===== config.mk =====
export PLATFORM = sky130hd
export DESIGN_NAME = edac_flow
export DESIGN_NICKNAME = d
export VERILOG_FILES = /design/src/rtl/edac_pkg.sv /design/src/rtl/edac_byte_enc.sv /design/src/rtl/edac_byte_dec.sv /design/src/rtl/edac_err_latch.sv /design/src/rtl/edac_flow.sv
export SDC_FILE = /design/constraint.sdc
export NUM_CORES = 1
export LEC_CHECK = 0
export CORE_AREA = 2 2 201 203
export DETAILED_ROUTE_END_ITERATION = 10
export DIE_AREA = 0 0 203 205
export GPL_TIMING_DRIVEN = 0
export PLACE_DENSITY = 0.55
export SLEW_MARGIN = 20
export SYNTH_ARGS = -nofsm -noshare
export SYNTH_HDL_FRONTEND = slang
export SYNTH_SLANG_ARGS = --single-unit

===== constraint.sdc =====
create_clock -name clk -period 5.1 [get_ports clk]
set_input_delay 1.275 -clock clk [delete_from_list [all_inputs] [get_ports clk]]
set_output_delay 1.275 -clock clk [all_outputs]
set_load 0.02 [all_outputs]

===== src/rtl/edac_pkg.sv =====
`timescale 1ns/1ps
package edac_pkg;
  localparam int DATA_W = 8;
  localparam int CHK_W  = 12;
  localparam int CW_W   = DATA_W + CHK_W;
  localparam int PAIRS  = CW_W * (CW_W - 1) / 2;

  // error class codes, bit 0 = one flip, bit 1 = two flips, bit 2 = uncorrectable
  localparam logic [2:0] SEV_NONE  = 3'b000;
  localparam logic [2:0] SEV_ONE   = 3'b001;
  localparam logic [2:0] SEV_TWO   = 3'b010;
  localparam logic [2:0] SEV_MULTI = 3'b100;

  // seed of the cyclic part of the check matrix (distance-8 family, shortened)
  localparam logic [10:0] ROT_SEED = 11'b11011100010;

  function automatic logic [CHK_W-1:0] data_col(input int idx);
    logic [10:0] r;
    r = ROT_SEED;
    for (int k = 0; k < idx; k++) r = {r[9:0], r[10]};
    return {r, 1'b1};
  endfunction

  // syndrome produced by a single flip at codeword position pos
  function automatic logic [CHK_W-1:0] syn_col(input int pos);
    logic [CHK_W-1:0] c;
    c = '0;
    if (pos < DATA_W) c = data_col(pos);
    else              c[pos-DATA_W] = 1'b1;
    return c;
  endfunction

  function automatic logic [CHK_W-1:0] calc_chk(input logic [DATA_W-1:0] d);
    logic [CHK_W-1:0] acc;
    acc = '0;
    for (int i = 0; i < DATA_W; i++)
      if (d[i]) acc = acc ^ data_col(i);
    return acc;
  endfunction

  function automatic logic [2:0] sev_max(input logic [2:0] a, input logic [2:0] b);
    logic [2:0] u;
    u = a | b;
    if (u[2])      return SEV_MULTI;
    else if (u[1]) return SEV_TWO;
    else if (u[0]) return SEV_ONE;
    return SEV_NONE;
  endfunction
endpackage


===== src/rtl/edac_byte_enc.sv =====
`timescale 1ns/1ps
module edac_byte_enc
  import edac_pkg::*;
(
  input  logic [DATA_W-1:0] data_i,
  output logic [CW_W-1:0]   code_o
);
  always_comb code_o = {calc_chk(data_i), data_i};
endmodule


===== src/rtl/edac_byte_dec.sv =====
`timescale 1ns/1ps
module edac_byte_dec
  import edac_pkg::*;
(
  input  logic [CW_W-1:0]   code_i,
  output logic [DATA_W-1:0] data_o,
  output logic [2:0]        sev_o
);
  logic [CHK_W-1:0]  syn;
  logic [DATA_W-1:0] flip;
  logic              hit_one;
  logic              hit_two;

  always_comb begin
    syn     = code_i[CW_W-1:DATA_W] ^ calc_chk(code_i[DATA_W-1:0]);
    flip    = '0;
    hit_one = 1'b0;
    hit_two = 1'b0;
    for (int p = 0; p < CW_W; p++) begin
      if (syn == syn_col(p)) begin
        hit_one = 1'b1;
        if (p < DATA_W) flip[p] = 1'b1;
      end
    end
    for (int p = 0; p < CW_W; p++) begin
      for (int q = p + 1; q < CW_W; q++) begin
        if (syn == (syn_col(p) ^ syn_col(q))) begin
          hit_two = 1'b1;
          if (p < DATA_W) flip[p] = 1'b1;
          if (q < DATA_W) flip[q] = 1'b1;
        end
      end
    end
    data_o = code_i[DATA_W-1:0] ^ flip;
    if (syn == '0)   sev_o = SEV_NONE;
    else if (hit_one) sev_o = SEV_ONE;
    else if (hit_two) sev_o = SEV_TWO;
    else              sev_o = SEV_MULTI;
  end
endmodule


===== src/rtl/edac_err_latch.sv =====
`timescale 1ns/1ps
module edac_err_latch
  import edac_pkg::*;
(
  input  logic       clk,
  input  logic       rst,
  input  logic       capture,
  input  logic       ack,
  input  logic [2:0] sev,
  output logic [2:0] status,
  output logic       irq
);
  logic [2:0] nxt;

  always_comb begin
    nxt = status;
    if (ack)
      nxt = capture ? sev : SEV_NONE;
    else if (capture && status == SEV_NONE)
      nxt = sev;
  end

  always_ff @(posedge clk) begin
    if (rst) begin
      status <= SEV_NONE;
      irq    <= 1'b0;
    end else begin
      status <= nxt;
      irq    <= |nxt;
    end
  end
endmodule


===== src/rtl/edac_flow.sv =====
`timescale 1ns/1ps
module edac_flow
  import edac_pkg::*;
#(
  parameter int LANES = 4
) (
  input  logic                  clk,
  input  logic                  rst,
  input  logic [LANES*8-1:0]    cpu_wdata,
  output logic [LANES*20-1:0]   mem_wcode,
  input  logic                  rd_en,
  input  logic [LANES*20-1:0]   mem_rcode,
  output logic [LANES*8-1:0]    cpu_rdata,
  output logic                  rd_valid,
  input  logic                  irq_ack,
  output logic [2:0]            err_status,
  output logic                  irq
);
  localparam int BUS_W  = LANES * DATA_W;
  localparam int CODE_W = LANES * CW_W;

  logic [BUS_W-1:0] fixed_data;
  logic [2:0]       lane_sev [LANES];
  logic [2:0]       worst_sev;

  for (genvar g = 0; g < LANES; g++) begin : g_lane
    edac_byte_enc u_enc (
      .data_i (cpu_wdata[g*DATA_W +: DATA_W]),
      .code_o (mem_wcode[g*CW_W +: CW_W])
    );
    edac_byte_dec u_dec (
      .code_i (mem_rcode[g*CW_W +: CW_W]),
      .data_o (fixed_data[g*DATA_W +: DATA_W]),
      .sev_o  (lane_sev[g])
    );
  end

  always_comb begin
    worst_sev = SEV_NONE;
    for (int l = 0; l < LANES; l++) worst_sev = sev_max(worst_sev, lane_sev[l]);
  end

  always_ff @(posedge clk) begin
    if (rst) begin
      cpu_rdata <= '0;
      rd_valid  <= 1'b0;
    end else begin
      rd_valid <= rd_en;
      if (rd_en) cpu_rdata <= fixed_data;
    end
  end

  edac_err_latch u_latch (
    .clk     (clk),
    .rst     (rst),
    .capture (rd_en),
    .ack     (irq_ack),
    .sev     (worst_sev),
    .status  (err_status),
    .irq     (irq)
  );

  logic [CODE_W-1:0] unused_width_ref;
  assign unused_width_ref = '0;
endmodule


==> impl_metrics.json <==
{
  "status": "completed",
  "instances_no_fill": 2670,
  "cap_violations": 0,
  "ys_warn_count": 0,
  "end_kind": "flop",
  "synth.avg_cell_area_um2": 7.18,
  "ant_nets": 0,
  "synth_cells": 1899,
  "placed_cell_area_um2": 16300,
  "routed_via_density": 6.48,
  "clockBufferDepth": 2,
  "syn_nets": 2015,
  "io_pins": 233,
  "cts.hold.buffers_added": 0,
  "synth-edff-count": 0,
  "cp_data_arrival_time_ns": 5.21,
  "fin_skew_ns": 0.000665,
  "hold_ws_ns": 0.470,
  "wl_per_cell_um": 25.1,
  "dp_hpwl_um": 53300,
  "power_mw": 5.30,
  "fmax_mhz": 199,
  "syn2layout_area_growth_pct": 31.6,
  "coreArea_um2": 39400,
  "seq_area_frac_synth": 0.0544,
  "fin_crit_sh": 0.983,
  "powerDensity_nw_per_um2": 295,
  "ys_ff_latch": 37,
  "gp_congestion": 1.05,
  "vias": 17300,
  "antenna_found_initial": 1,
  "grt_max_degree": 14,
  "async_flop_share": 0,
  "drive_gt1_frac": 0.177,
  "startpoint_type": "input port",
  "io_buffers": 196,
  "grtUsageTotal": 0.309,
  "netlist_top_cells_area": "xnor2_1 13%, nor2_1 6.1%, nand2_1 5.6%",
  "synth_top_area_share": 0.135,
  "firstDrtPassIters": 7,
  "drt_iter0_markers": 2518,
  "start_util": 0.346,
  "htree_levels": 2,
  "finalHoldViolations": 0,
  "grt_use_met2": 0.490,
  "peakVddDrop_v": 0.000113,
  "drc": 0,
  "wirelength_um": 67100,
  "leakage_nw": 6.47,
  "ys.flop_type": "dfxtp_1",
  "die_area_um2": 41600,
  "rows": 73,
  "cts_tree": "done",
  "layout_setup_ws_ns": 0.0855,
  "min_period_ns": 5.01,
  "cp.required_ns": 5.29,
  "maxSlewHeadroom": 0.278,
  "netlist-cell-type-count": 91,
  "dieHeight_um": 205,
  "met1_usage": 0.419,
  "syn_area_um2": 13600,
  "met3_usage": 0.0498,
  "holdPathStages": 2,
  "reg2regPathDepth": 7,
  "utilization": 0.456,
  "place_ws_ns": -0.976,
  "synth_top_area_cell": "xnor2_1",
  "placedCellCount": 2623,
  "path_class": "input port to flop",
  "cts_made_buffers": 5,
  "grt_pass1_wl_um": 100000,
  "final_nets": 2259,
  "tightest_slew_ns": 1.08,
  "most-common-layout-cells": "215 x nor2_1, 196 x nand2_1, 191 x clkdlybuf4s50_1, 179 x xnor2_1, 106 x nand3_1",
  "maxSlewViolCount": 0,
  "fin_tns_setup_ns": 0,
  "cts-root-buf": "clkbuf_16",
  "grt_pass1_vias": 16100,
  "min-delay-path-class": "flop to flop",
  "grt_busiest_layer": "met2",
  "mostFrequentLayoutCell": "nor2_1",
  "cts.sinks": 37,
  "dieWidth_um": 203,
  "final_area_um2": 17900,
  "finalSetupViolCount": 0,
  "cts.clk_slew.worst_paths_ns": 0.07,
  "overflow": 0,
  "fillers": 3978,
  "worstPathMaxFanout": 6,
  "worstSkewPairLatency_ns": 0.31
}
critical path, stage by stage:
cell,delay [ns]
clkdlybuf4s50_1,0.47
xor3_2,0.54
xnor2_4,0.21
nand2_1,0.21
nor2_1,0.17
and4_1,0.27
or2_0,0.24
a2111o_1,0.43
nor4_1,0.20
nand4_1,0.18
or4_4,0.60
nand2_1,0.12
o31ai_2,0.09
nand4bb_1,0.18
synthesized netlist by cell type, drive strengths merged, types with 36 or more instances:
master / number
buf: 94
xnor2: 229
xor2: 78
clkbuf: 52
nor4: 74
nand2: 207
nand4: 84
mux2i: 36
o21ai: 80
dfxtp: 37
nor2: 222
nand3: 109
a21oi: 101
nor3: 101
repair_timing:
action	in CTS	in global routing
pin swaps	8	21
cloned	0	0
endpoints found under the setup margin	5	5
gates resized for setup	61	202
buffers inserted	12	26
sequential cells by signal, summed over array words and instances (netlist names):
name / flops
rd_valid: 1
u_latch.irq: 1
u_latch.status: 3
cpu_rdata: 32
final cells by class:
| type | instances | area (um2) | area share |
|---|---|---|---|
| Timing Repair Buffer | 237 | 2270 | 0.127 |
| Sequential cell | 37 | 741 | 0.0413 |
| Multi-Input combinational cell | 1712 | 13200 | 0.737 |
| Tap cell | 525 | 657 | 0.0366 |
| Inverter | 4 | 15.0 | 0.000837 |
| Clock buffer | 5 | 125 | 0.00697 |
| Antenna cell | 1 | 2.50 | 0.000139 |
| Clock inverter | 3 | 68.8 | 0.00384 |
| Buffer | 146 | 847 | 0.0472 |
where the power goes:
group | internal, mW | switching, mW
clock network | 0.283 | 0.167
registers | 0.309 | 0.0107
logic | 1.54 | 2.99
total | 2.14 | 3.16
final timing paths:
kind	from	to	slack [ns]
setup / recovery	mem_rcode[72]	u_latch.irq$_SDFF_PP0_	0.09
hold reg to reg	cpu_rdata[16]$_SDFFE_PP0P_	cpu_rdata[16]$_SDFFE_PP0P_	0.47
setup reg to reg	u_latch.status[0]$_SDFF_PP0_	u_latch.irq$_SDFF_PP0_	3.28
hold / removal	cpu_rdata[16]$_SDFFE_PP0P_	cpu_rdata[16]$_SDFFE_PP0P_	0.47
per-layer routing:
metal / routed length (um) / part of all wire
met5: 0 / 0
met4: 3060 / 0.046
met3: 7070 / 0.11
met2: 29900 / 0.44
met1: 27100 / 0.40
logic make-up (layout without fill, tap and decap cells):
kind of cell | after synthesis | after routing | share of synthesized area
XOR/XNOR | 371 | 371 | 0.328
multiplexers | 39 | 39 | 0.0298
buffers and inverters | 150 | 395 | 0.0584
other | 0 | 1 | 0
AND/OR/NAND/NOR | 877 | 877 | 0.316
flip-flops | 37 | 37 | 0.0544
AO/OA/AOI/OAI | 423 | 423 | 0.212
adder cells (fa/ha/maj) | 2 | 2 | 0.00147
(Power assumes the default switching activity.)
